--- src/rtl/scl_gen_pkg.sv ---
// Package: shared phase encoding for the SCL clock generator.
// Assumes nothing beyond being compiled before the modules that import it.
package scl_gen_pkg;
    typedef enum logic [1:0] {
        PH_IDLE  = 2'd0,
        PH_SETUP = 2'd1,
        PH_LOW   = 2'd2,
        PH_HIGH  = 2'd3
    } scl_phase_e;
endpackage

--- src/rtl/scl_cfg_decode.sv ---
// Module: scl_cfg_decode
// Splits the packed divider word into its prescale and step fields and
// derives the phase lengths, the sample point and the setup delay in ticks.
// Assumes: STEP_W bits sit directly above CDF_W bits; purely combinational.
module scl_cfg_decode #(
    parameter int CDF_W   = 3,
    parameter int STEP_W  = 6,
    parameter int RND     = 3,
    parameter int SETUP_W = 4,
    parameter int PER_W   = 10
) (
    input  logic [CDF_W+STEP_W-1:0] div_cfg,
    input  logic [SETUP_W-1:0]      setup_cfg,
    output logic [CDF_W-1:0]        cdf,
    output logic [PER_W-1:0]        low_len,
    output logic [PER_W-1:0]        high_len,
    output logic [PER_W-1:0]        smp_at,
    output logic [PER_W-1:0]        setup_len
);
    localparam logic [3:0] RND_V = 4'(RND);

    logic [STEP_W-1:0] step;
    logic [PER_W-1:0]  per_len;

    // Field extraction and period arithmetic.
    always_comb begin
        cdf       = div_cfg[CDF_W-1:0];
        step      = div_cfg[CDF_W +: STEP_W];
        per_len   = PER_W'(20) + (PER_W'(step) << 3) + PER_W'(RND_V);
        low_len   = (per_len + PER_W'(1)) >> 1;
        high_len  = per_len - low_len;
        smp_at    = (high_len >> 1) - PER_W'(1);
        setup_len = PER_W'(setup_cfg) + PER_W'(2);
    end
endmodule

--- src/rtl/scl_prescale.sv ---
// Module: scl_prescale
// Divides the input clock by (cdf+1) and emits a one-cycle tick enable.
// Assumes: restart realigns the count so the first tick lands cdf+1 clocks later.
module scl_prescale #(
    parameter int CDF_W = 3
) (
    input  logic             clk,
    input  logic             rst_n,
    input  logic             run,
    input  logic             restart,
    input  logic [CDF_W-1:0] cdf,
    output logic             tick
);
    logic [CDF_W-1:0] pcnt;

    // Free-running modulo (cdf+1) counter, cleared when idle or restarted.
    always_ff @(posedge clk) begin
        if (!rst_n)                pcnt <= '0;
        else if (!run || restart)  pcnt <= '0;
        else if (pcnt == cdf)      pcnt <= '0;
        else                       pcnt <= pcnt + CDF_W'(1);
    end

    // Tick on the terminal count.
    assign tick = run && !restart && (pcnt == cdf);
endmodule

--- src/rtl/scl_phase_seq.sv ---
// Module: scl_phase_seq
// Sequences setup, low and high phases in units of ticks and produces the
// registered SCL level plus fall, rise, data-change and sample strobes.
// Assumes: low_len and high_len are at least 10; scl_sense mirrors the bus.
module scl_phase_seq
    import scl_gen_pkg::*;
#(
    parameter int PER_W = 10
) (
    input  logic             clk,
    input  logic             rst_n,
    input  logic             en,
    input  logic             start,
    input  logic             tick,
    input  logic             scl_sense,
    input  logic [PER_W-1:0] low_len,
    input  logic [PER_W-1:0] high_len,
    input  logic [PER_W-1:0] smp_at,
    input  logic [PER_W-1:0] setup_len,
    output logic             scl_o,
    output logic             fall_o,
    output logic             rise_o,
    output logic             chg_o,
    output logic             smp_o,
    output logic             setup_o
);
    scl_phase_e       st, st_n;
    logic [PER_W-1:0] cnt, cnt_n;
    logic             fall_n, rise_n, chg_n, smp_n;

    // Next-state and strobe decision for the current tick.
    always_comb begin
        st_n   = st;
        cnt_n  = cnt;
        fall_n = 1'b0;
        rise_n = 1'b0;
        chg_n  = 1'b0;
        smp_n  = 1'b0;
        if (!en) begin
            st_n  = PH_IDLE;
            cnt_n = '0;
        end else if (start) begin
            st_n  = PH_SETUP;
            cnt_n = '0;
        end else if (tick) begin
            unique case (st)
                PH_SETUP: begin
                    if (cnt == setup_len - PER_W'(1)) begin
                        st_n   = PH_LOW;
                        cnt_n  = '0;
                        fall_n = 1'b1;
                    end else begin
                        cnt_n = cnt + PER_W'(1);
                    end
                end
                PH_LOW: begin
                    chg_n = (cnt == '0);
                    if (cnt == low_len - PER_W'(1)) begin
                        st_n   = PH_HIGH;
                        cnt_n  = '0;
                        rise_n = 1'b1;
                    end else begin
                        cnt_n = cnt + PER_W'(1);
                    end
                end
                PH_HIGH: begin
                    if (scl_sense) begin
                        smp_n = (cnt == smp_at);
                        if (cnt == high_len - PER_W'(1)) begin
                            st_n   = PH_LOW;
                            cnt_n  = '0;
                            fall_n = 1'b1;
                        end else begin
                            cnt_n = cnt + PER_W'(1);
                        end
                    end
                end
                default: begin
                    st_n = PH_IDLE;
                end
            endcase
        end
    end

    // State, count and strobe registers.
    always_ff @(posedge clk) begin
        if (!rst_n) begin
            st     <= PH_IDLE;
            cnt    <= '0;
            fall_o <= 1'b0;
            rise_o <= 1'b0;
            chg_o  <= 1'b0;
            smp_o  <= 1'b0;
        end else begin
            st     <= st_n;
            cnt    <= cnt_n;
            fall_o <= fall_n;
            rise_o <= rise_n;
            chg_o  <= chg_n;
            smp_o  <= smp_n;
        end
    end

    // SCL is pulled low only in the low phase.
    assign scl_o   = (st != PH_LOW);
    assign setup_o = (st == PH_SETUP);

    // strobes are mutually exclusive.
    p_strobe_excl_r5: assert property (@(posedge clk) disable iff (!rst_n)
        $onehot0({fall_o, rise_o, chg_o, smp_o}));
    // fall strobe coincides with SCL low.
    p_fall_low_r3: assert property (@(posedge clk) disable iff (!rst_n)
        fall_o |-> !scl_o);
    // rise strobe coincides with SCL released.
    p_rise_high_r3: assert property (@(posedge clk) disable iff (!rst_n)
        rise_o |-> scl_o);
    // a stretched high phase freezes its count.
    p_stretch_hold_r7: assert property (@(posedge clk) disable iff (!rst_n)
        (en && !start && st == PH_HIGH && !scl_sense) |=>
            (st == PH_HIGH && $stable(cnt) && !fall_o));
    // disabling forces idle on the next cycle.
    p_idle_quiet_r8: assert property (@(posedge clk) disable iff (!rst_n)
        !en |=> (scl_o && !setup_o && !fall_o && !rise_o && !chg_o && !smp_o));
    // a start request enters setup with SCL high.
    p_start_setup_r9: assert property (@(posedge clk) disable iff (!rst_n)
        (en && start) |=> (setup_o && scl_o));
endmodule

--- src/rtl/scl_timebase.sv ---
// Module: scl_timebase (top)
// I2C SCL clock generator: prescaler, field decode and phase sequencer.
// Assumes: REF_HZ is the functional frequency of clk; configuration is
// changed only while disabled or together with a start request.
module scl_timebase #(
    parameter int          CDF_W       = 3,
    parameter int          RND         = 3,
    parameter int          SETUP_W     = 4,
    parameter int unsigned REF_HZ      = 100_000_000,
    parameter int unsigned TICK_MAX_HZ = 20_000_000
) (
    input  logic                 clk,
    input  logic                 rst_n,
    input  logic                 gen_en,
    input  logic                 start_req,
    input  logic [CDF_W+5:0]     div_cfg,
    input  logic [SETUP_W-1:0]   setup_cfg,
    input  logic                 scl_sense,
    output logic                 tick_o,
    output logic                 scl_o,
    output logic                 fall_o,
    output logic                 rise_o,
    output logic                 chg_o,
    output logic                 smp_o,
    output logic                 setup_o
);
    localparam int STEP_W  = 6;
    localparam int PER_MAX = 20 + 8 * ((1 << STEP_W) - 1) + 16;
    localparam int PER_W   = $clog2(PER_MAX + 1);

    logic [CDF_W-1:0] cdf;
    logic [PER_W-1:0] low_len, high_len, smp_at, setup_len;

    scl_cfg_decode #(
        .CDF_W(CDF_W), .STEP_W(STEP_W), .RND(RND),
        .SETUP_W(SETUP_W), .PER_W(PER_W)
    ) u_dec (
        .div_cfg  (div_cfg),
        .setup_cfg(setup_cfg),
        .cdf      (cdf),
        .low_len  (low_len),
        .high_len (high_len),
        .smp_at   (smp_at),
        .setup_len(setup_len)
    );

    scl_prescale #(.CDF_W(CDF_W)) u_pre (
        .clk    (clk),
        .rst_n  (rst_n),
        .run    (gen_en),
        .restart(start_req),
        .cdf    (cdf),
        .tick   (tick_o)
    );

    scl_phase_seq #(.PER_W(PER_W)) u_seq (
        .clk      (clk),
        .rst_n    (rst_n),
        .en       (gen_en),
        .start    (start_req),
        .tick     (tick_o),
        .scl_sense(scl_sense),
        .low_len  (low_len),
        .high_len (high_len),
        .smp_at   (smp_at),
        .setup_len(setup_len),
        .scl_o    (scl_o),
        .fall_o   (fall_o),
        .rise_o   (rise_o),
        .chg_o    (chg_o),
        .smp_o    (smp_o),
        .setup_o  (setup_o)
    );

    // the configured tick rate stays under its ceiling while enabled.
    p_tick_rate_r1: assert property (@(posedge clk) disable iff (!rst_n)
        gen_en |-> ((64'(REF_HZ) / (64'(cdf) + 64'd1)) < 64'(TICK_MAX_HZ)));
    // no tick while disabled.
    p_tick_quiet_r8: assert property (@(posedge clk) disable iff (!rst_n)
        !gen_en |-> !tick_o);
endmodule

--- config.mk ---
export PLATFORM = sky130hd
export DESIGN_NAME = scl_timebase
export DESIGN_NICKNAME = d
export VERILOG_FILES = /design/src/rtl/scl_gen_pkg.sv /design/src/rtl/scl_cfg_decode.sv /design/src/rtl/scl_prescale.sv /design/src/rtl/scl_phase_seq.sv /design/src/rtl/scl_timebase.sv
export SDC_FILE = /design/constraint.sdc
export NUM_CORES = 1
export LEC_CHECK = 0
export BUFFER_PORTS_ARGS = -buffer_cell sky130_fd_sc_hd__buf_2
export CAP_MARGIN = 20
export CORE_MARGIN = 3
export CORE_UTILIZATION = 55
export DETAILED_ROUTE_END_ITERATION = 12
export PLACE_DENSITY = 0.74
export SLEW_MARGIN = 5
export SYNTH_ARGS = -nofsm -noshare
export SYNTH_HDL_FRONTEND = slang
export SYNTH_SLANG_ARGS = --single-unit
export TNS_END_PERCENT = 1
--- constraint.sdc ---
create_clock -name clk -period 4.7 [get_ports clk]
set_input_delay 0.47 -clock clk [delete_from_list [all_inputs] [get_ports clk]]
set_output_delay 0.47 -clock clk [all_outputs]
set_load 0.02 [all_outputs]
Word level (Yosys, flattened, before mapping):

Index checks and enable logic that the tools add are counted.

* register bits: 19
* bits in latches: 0
* RAM bits: 0
* ROM bits: 0
* input port bits: 18
* output and inout port bits: 7
* word-level logic and storage cells: 76
* memories kept: 0

* $add $sub $neg: 11
* $mul: 0
* div/mod/pow operators: 0
* order comparisons: 0
* equality and inequality tests: 17
* shifts and indexed selects: 0
* multiplexer cells: 17
* bitwise operators: 6
* reduce and logical (&&, ||, !) cells: 17

Operators by type and width (number)
* $eq A10 B10 Y1: 4
* $mux W10: 4
* $pmux W10 S3: 1
* $add A10 B1 Y10 const B: 2
* $sub A9 B1 Y10 const B: 2
* $add A10 B2 Y10 const B: 1
* $add A5 B9 Y10 const A: 1
* $logic_not A10 Y1: 1
* $reduce_and A5 Y1: 2
* $sub A10 B1 Y10 const B: 1
* $sub A10 B9 Y10: 1
* $ne A3 B2 Y1 const B: 3
* $mux W2: 4
* $mux W1: 6
* $ne A2 B1 Y1 const B: 3
* $not A1 Y1: 6
* $pmux W2 S3: 1
* $reduce_or A3 Y1: 2
* $reduce_or A6 Y1: 1
* $sub A5 B1 Y6 const B: 1
* $add A4 B2 Y5 const B: 1
* $reduce_or A5 Y1: 1
* $eq A2 B2 Y1 const B: 2
* $ne A2 B2 Y1 const B: 2
* other kinds (13): 15

Depth between registers and ports, before layout:

Gate-level depths: netlist of run 1.

* depth after elaboration: 11
* depth in mapped cells: 16
* mapped depth without buffers: 15

Cells and area by module:

A second synthesis of run 1 with hierarchy kept.

* cells, all modules: 381
* area total of the unflattened synthesis: 2946.6 um^2

Modules (own cells, without submodules)
* scl_phase_seq: instances 1, cells an instance 257, area an instance 2011.9 um^2, sequential area each 320.3 um^2
* scl_cfg_decode: instances 1, cells an instance 107, area an instance 770.7 um^2, sequential area each 0.0 um^2
* scl_prescale: instances 1, cells an instance 17, area an instance 163.9 um^2, sequential area each 60.1 um^2

Least setup slack after synthesis of run 1:

Ideal clock, no wire load.

* path type: input-to-reg
* from: in div_cfg[4]
* to: reg u_seq.cnt[6]
* setup time: 0.074 ns
* arrival: 3.827 ns
* data required time: 4.626 ns
* path slack: 0.799 ns
* stages on the path: 15
* buffers on the path: 1
* cells stage by stage: ha_1 > xnor2_2 > nor3_2 > xnor2_1 > ha_1 > a21oi_1 > nand2_1 > a41oi_2 > xnor3_1 > nor3b_4 > xnor3_1 > a311oi_2 > buf_6 > nand3_1 > a31oi_1

* cells in the longest elaborated chain, start to end: 9
* elaborated cells between the ends (all ways): 12
* classes of those cells: add/sub: 6; eq/ne: 2; mux: 4

Ends and longest elaborated chain
* from (decl): line scl_timebase.sv:16 `input logic [CDF_W+5:0] div_cfg,`
* $add A5 B9 Y10 *: line scl_cfg_decode.sv:29 `per_len = PER_W'(20) + (PER_W'(step) << 3) + PER_W'(RND_V);`
* $add A10 B2 Y10 *: line scl_cfg_decode.sv:29
* $add A10 B1 Y10: line scl_cfg_decode.sv:30 `low_len = (per_len + PER_W'(1)) >> 1;`
* $sub A10 B9 Y10: line scl_cfg_decode.sv:31 `high_len = per_len - low_len;`
* $sub A10 B1 Y10: line scl_phase_seq.sv:69 `if (cnt == high_len - PER_W'(1)) begin`
* $eq A10 B10 Y1: line scl_phase_seq.sv:69
* $mux W10: line scl_phase_seq.sv:69
* $mux W10: line scl_phase_seq.sv:67 `if (scl_sense) begin`
* $pmux W10 S3 *: line scl_phase_seq.sv:46 `unique case (st)`
* to (signal assigned): line scl_phase_seq.sv:96 `cnt <= cnt_n;`
* to (decl): line scl_phase_seq.sv:28 `logic [PER_W-1:0] cnt, cnt_n;`

Mark *: on every way between the ends. The rest lies on a longest branch, timed or not. The select of a mux whose other input is x is not followed.
A chain may end at the register's enable or synchronous reset.

Worst setup path in the final report of run 1:

* from: in div_cfg[4]
* to: reg u_seq.cnt[3]

Same word-level chain as after synthesis.

==> results.ini, run 1 <==
[clocking]
cts_made_buffers=3
cts.sinks=19
postCtsSetupBuffers=0
cts-htree-levels=1
cts_root_buffer=clkbuf_8
cts.clk_slew.worst_paths_ps=70
cts_tree=yes
clock_tree.buffer_depth=2
ctsHoldBuffers=0
cts_resized=0
clk-insertion-delay-late_ps=260

[detailed_routing]
vias=2041
wirelength_mm=4.80
first_pass_iters=4
detail_route.wl_per_cell_um=13.6
drc=0
ant_nets=0
vias_per_cell=5.80
drtIter0Drc=133

[critical_path]
critPathSlowestCell=xnor3_1
crit_fanout=13
reg2reg_depth=8
required_ps=4880
cpLargestDelayFamily=XOR/XNOR gates
cp_cell_sequence=buf_2 -> inv_1 -> ha_1 -> inv_1 -> nor3_2 -> xnor2_1 -> ha_1 -> a21oi_1 -> nand2_1 -> a41oi_2 -> xnor3_1 -> nor3b_4 -> xnor3_1 -> a311oi_2 -> buf_4 -> nand3_1 -> a31oi_1
worst_setup_path_start_kind=input pin
path_buf_inv=4
slowest_delay_ps=440
r2r_start=u_pre.pcnt[0]
worstPathArrival_ps=4380
crit_path_end_kind=flip-flop
r2r_slack_ps=2040
timing.rr.end=u_seq.cnt[9]
path_class=input pin to flip-flop
critical_path_cell_count=17

[cells_and_area]
fin_nets=340
diodes=0
fin_area_mm2=0.00248
syn_to_final_growth_pct=8.01
drive_gt1_frac=0.168

[grt]
antenna_found_initial=0
top_usage_layer=met2
grt_max_degree=20
grtUsageMet2=0.308
grt-ovfl-total=0
grt_pass1_vias=1799
grtUsageMet1=0.286
grtUsageMet3=0.0327
grt_pass1_wl_mm=8.17
grt_usage=0.195

[logic_synthesis]
syn_area_per_cell_um2=8.03
ys_seq_elements=19
synth_cell_types=60
synth_enable_flop_cells=0
async_reset_ff_frac=0
syn_nets=321
yosysWarnings=0
synthFlopType=dfxtp_1
synthesis.area_mm2=0.00230
synthCells=286
ys_seq_area_frac=0.166

[placed_design]
io_buffers=24
routabilityCongestion=0.891
placed_area_mm2=0.00243
dp_hpwl_mm=3.86

[worst_hold_path]
whs_endpoint=u_pre.pcnt[0]
holdPathStages=1
worstHoldPathType=flip-flop to flip-flop
min-delay-start=u_pre.pcnt[0]

[timing]
whs_ps=464
tns_ps=0
worst_pin_slew_ps=776
slew_headroom=0.482
final_hold_viol_count=0
fin_crit_sh=0.894
clock_skew_ps=3.15
rsz0062_at_grt=false
max_freq_mhz=238
report.final.slew_viol_count=0
finalCriticalPeriod_ps=4200
finalSetupViolCount=0

[pwr]
p_per_area_mw_per_mm2=214
p_seq_frac=0.307
combPwrFrac=0.479
finalPower_uw=532
switching_power_uw=192
pwr-share-clk=0.214
p_int_uw=340
p_leak_nw=0.973
swShare=0.360
max-vdd-ir-drop_mv=0.101

[run]
max_cap_violations=0

[floorplan]
io_pins=25
die_x_um=70.6
die_area_mm2=0.00499
fp.dieH_um=70.6
rows=22
initial_core_util=0.600
core_area_mm2=0.00383

[outcome]
outcome=completed

## registers in the layout (all words and copies together) (netlist names)
signal / cells
u_seq.smp_o: 1
u_seq.rise_o: 1
u_pre.pcnt: 3
u_seq.chg_o: 1
u_seq.fall_o: 1
u_seq.st: 2
u_seq.cnt: 10
## layer usage
metal	vias up	wire, µm
met2	58	2060
li1	1044	-
met1	933	2400
met3	6	308
met5	-	0
met4	0	34
## how the worst max path moves through the flow
stage	startpoint	to	slack, ps
after floorplan	div_cfg[4]	u_seq.cnt[6]	800
after global placement	div_cfg[4]	u_seq.cnt[4]	430
after detailed placement	div_cfg[4]	u_seq.cnt[3]	230
after CTS	div_cfg[4]	u_seq.cnt[3]	500
after global routing	div_cfg[4]	u_seq.cnt[3]	170
final	div_cfg[4]	u_seq.cnt[3]	500
## through the flow
step | std cells | utilization | setup slack [ps]
CTS | 352 | 0.648 | 499
global placement | 348 | 0.636 | 434
finish | 352 | 0.648 | 500
floorplan | 286 | - | 799
detailed placement | 348 | 0.636 | 231
global route | 352 | 0.648 | 171
## cell usage in the layout (no fill, tap or decap), types with 10 or more instances in the layout
cell type / Yosys / layout
xnor2_1: 25 / 25
xor2_1: 14 / 14
buf_2: 1 / 24
nand3_1: 24 / 24
dfxtp_1: 19 / 19
inv_1: 13 / 13
nand2_1: 31 / 31
nor3_1: 10 / 10
a21oi_1: 11 / 11
ha_1: 16 / 16
nor2_1: 16 / 16
## cell type report
| cell class | instances | area [µm²] |
|---|---|---|
| multi-input cells | 240 | 1800 |
| well taps | 48 | 60.1 |
| flip-flops and latches | 19 | 380 |
| clock buffers | 3 | 41.3 |
| repair buffers | 27 | 143 |
| inverters | 14 | 52.6 |
| fillers | 365 | 1350 |
| clock inverters | 1 | 5.00 |
## cells by family after synthesis
family                   share of synthesized area
XOR/XNOR                                     0.237
buffers and inverters                       0.0512
AO/OA/AOI/OAI                                0.145
flip-flops                                   0.166
AND/OR/NAND/NOR                              0.305
adder cells (fa/ha/maj)                     0.0959
## cells in the mapped netlist, types with 2 or more instances
cell type  count  area (µm²)
nand2_1       31         116
ha_1          16         200
or2_2          4        25.0
dfxtp_1       19         380
or3_1          6        37.5
nand3_1       24         120
nand4b_1       2        17.5
xnor2_1       25         219
inv_1         13        48.8
nor2_1        16        60.1
nor4bb_1       2        20.0
xor2_1        14         123
o21ai_1        2        10.0
xnor2_4        2        55.1
nand2b_1       4        25.0
o21ai_0        5        25.0
nor3_1        10        50.1
nor2b_1        5        31.3
and2_1         4        25.0
a21boi_0       2        15.0
nor4_1         4        25.0
a21oi_1       11        55.1
a211oi_1       2        15.0
xor3_1         2        47.6
a31o_2         2        17.5
nor3b_1        3        22.5
o31ai_1        2        15.0
a31oi_1        7        43.8
xnor3_1        3        67.6
buf_6          2        22.5
nand4_1        3        18.8
clkbuf_1       9        33.8
and3_1         3        18.8
## power by group through the flow
stage | logic [mW] | registers [mW] | clock network, mW
floorplan | 0.208 | 0.166 | 0
global placement | 0.250 | 0.167 | 0
detailed placement | 0.253 | 0.167 | 0
CTS | 0.255 | 0.163 | 0.116
global route | 0.281 | 0.163 | 0.122
finish | 0.255 | 0.163 | 0.114
(Power assumes the default switching activity.)
==> inputs of run 2 (changes only) <==
Settings changed: CORE_UTILIZATION 55 to 48, PLACE_DENSITY 0.74 to 0.66.
==> run 2 against run 1 <==
Final area increased by 0.50%. Global-route usage fell by 1.3 points. Critical path type unchanged. Utilization shrank 9.1 points. Power is 1.0% higher. Flip-flop and latch count did not move. Combinational power is 2% higher. Largest cell class unchanged. Register-to-register slack improved by 20 ps. Clock skew fell by 1.4 ps. Worst hold slack better by 3.9 ps. Worst setup slack lost 79 ps. Sequential power barely moved. Sequential share of layout area shrank 0.077 points.
==> results.ini, run 2 (synthesis gave the netlist of run 1 again) <==
[detailed_routing]
first_pass_iters=4  ; unchanged
vias_per_cell=5.60  ; -3.4%
ant_nets=0  ; unchanged
drtIter0Drc=94  ; -29%
vias=2000  ; -2.0%
detail_route.wl_per_cell_um=13.8  ; +1.2%
wirelength_mm=4.93  ; +2.6%
drc=0  ; unchanged

[clocking]
cts_root_buffer=clkbuf_8
cts_tree=yes
clock_tree.buffer_depth=2  ; unchanged
cts_resized=0  ; unchanged
cts.clk_slew.worst_paths_ps=70  ; about the same
ctsHoldBuffers=0  ; unchanged
cts_made_buffers=3  ; unchanged
cts-htree-levels=1  ; unchanged
postCtsSetupBuffers=0  ; unchanged
cts.sinks=19  ; unchanged
clk-insertion-delay-late_ps=260  ; about the same

[pwr]
swShare=0.358  ; -0.00264
max-vdd-ir-drop_mv=0.0830  ; -18%
p_seq_frac=0.304  ; -0.003
pwr-share-clk=0.211  ; -0.003
switching_power_uw=192  ; +0.31%
combPwrFrac=0.485  ; +0.006
finalPower_uw=537  ; +1.0%
p_int_uw=345  ; +1.5%
p_leak_nw=0.978  ; +0.49%
p_per_area_mw_per_mm2=216  ; +0.54%

[critical_path]
required_ps=4890  ; about the same
slowest_delay_ps=450  ; about the same
r2r_slack_ps=2060  ; +20 ps
crit_path_end_kind=flip-flop
cp_cell_sequence=buf_2 -> inv_1 -> ha_1 -> inv_1 -> nor3_2 -> xnor2_1 -> ha_1 -> a21oi_1 -> nand2_1 -> a41oi_2 -> xnor3_1 -> nor3b_4 -> xnor3_1 -> a311oi_2 -> buf_4 -> nand3_1 -> a31oi_1
worst_setup_path_start_kind=input pin
worstPathArrival_ps=4460  ; +80 ps
path_class=input pin to flip-flop
critPathSlowestCell=xnor3_1
crit_fanout=13  ; unchanged

[cells_and_area]
largest_registers=u_seq.cnt x10, u_pre.pcnt x3, u_seq.st x2
largest_register=u_seq.cnt
diodes=0  ; unchanged
largest_register_ffs=10  ; unchanged
final_cell_mix=nand2_1, xnor2_1, nand3_1, buf_2, dfxtp_1
final_common_cell=nand2_1
syn_to_final_growth_pct=8.56
drive_gt1_frac=0.170  ; +0.00273
fin_nets=341  ; +0.29%
utilization=0.557  ; -0.0911
stdcell_count=357  ; +1.4%

[timing]
fin_crit_sh=0.910  ; +0.0168
final_hold_viol_count=0  ; unchanged
rsz0062_at_grt=false
max_freq_mhz=234  ; -1.8%
whs_ps=468  ; +3.90 ps
worst_pin_slew_ps=729  ; -46.6 ps
slew_headroom=0.513  ; +0.0312
report.final.slew_viol_count=0  ; unchanged
tns_ps=0  ; unchanged
finalCriticalPeriod_ps=4280  ; +78.8 ps
clock_skew_ps=1.76  ; -1.39 ps
finalSetupViolCount=0  ; unchanged

[floorplan]
rows=24  ; +9.1%
io_pins=25  ; unchanged
core_area_mm2=0.00447  ; +17%
initial_core_util=0.513  ; -0.0869
die_x_um=75.2  ; +6.4%
die_area_mm2=0.00565  ; +13%
fp.dieH_um=75.2  ; +6.4%

[grt]
grt_pass1_vias=1833  ; +1.9%
antenna_found_initial=0  ; unchanged
grt_pass1_wl_mm=8.17  ; unchanged
grt-ovfl-total=0  ; unchanged
grt_usage=0.182  ; -0.0131
grt_max_degree=20  ; unchanged

[run]
max_cap_violations=0  ; unchanged

[placed_design]
dp_hpwl_mm=3.96  ; +2.5%
place_inst=353  ; +1.4%
io_buffers=24  ; unchanged
routabilityCongestion=0.822  ; -7.8%

[worst_hold_path]
worstHoldPathType=flip-flop to flip-flop

[outcome]
outcome=completed

==> run 2: changes by cell type in the layout (fill, tap and decap cells not counted), sizes merged <==
| cell | change |
|---|---|
| buf | +1 |
==> run 2: worst max-delay path, delay by kind of cell <==
kind | cells | cell delay, ps
fa+ha+maj | 2 | 610
buf+inv | 4 | 660
compound gates | 4 | 870
xor+xnor | 3 | 990
simple gates | 4 | 870
==> run 2: metrics by stage <==
stage	setup slack (ps)	area, µm²
2_1_floorplan	799	2300
3_3_place_gp	421	2450
3_5_place_dp	213	2450
4_1_cts	467	2490
5_1_grt	183	2490
6_report	421	2490
==> run 2: layout make-up <==
type / instances / area (µm²)
fillers: 410 / 1980
multi-input cells: 240 / 1800
flip-flops and latches: 19 / 380
repair buffers: 28 / 150
well taps: 52 / 65.1
inverters: 14 / 52.6
clock buffers: 3 / 41.3
clock inverters: 1 / 5.00
==> run 2: per-layer routing <==
layer / vias to the layer above / share of wire / GRT usage
met2: 34 / 0.43 / 0.295
met1: 916 / 0.53 / 0.264
met5: - / 0 / 0
li1: 1046 / - / -
met3: 4 / 0.030 / 0.0254
met4: 0 / 0.0039 / 0.0233
==> run 2: path summary, 6_finish.rpt <==
| kind | start | to | depth (start not counted) |
|---|---|---|---|
| worst min-delay path | u_pre.pcnt[0] | u_pre.pcnt[0] | 1 |
| worst min register to register | u_pre.pcnt[0] | u_pre.pcnt[0] | 1 |
| worst max register to register | u_pre.pcnt[0] | u_seq.cnt[9] | 8 |
| worst max-delay path | div_cfg[4] | u_seq.cnt[6] | 17 |
==> run 2: power groups by stage <==
stage / Clock (mW) / Sequential (mW) / Combinational, mW
final: 0.113 / 0.163 / 0.261
after global routing: 0.123 / 0.163 / 0.288
after CTS: 0.116 / 0.163 / 0.261
after detailed placement: 0 / 0.167 / 0.259
after global placement: 0 / 0.167 / 0.258
after floorplan: 0 / 0.166 / 0.208
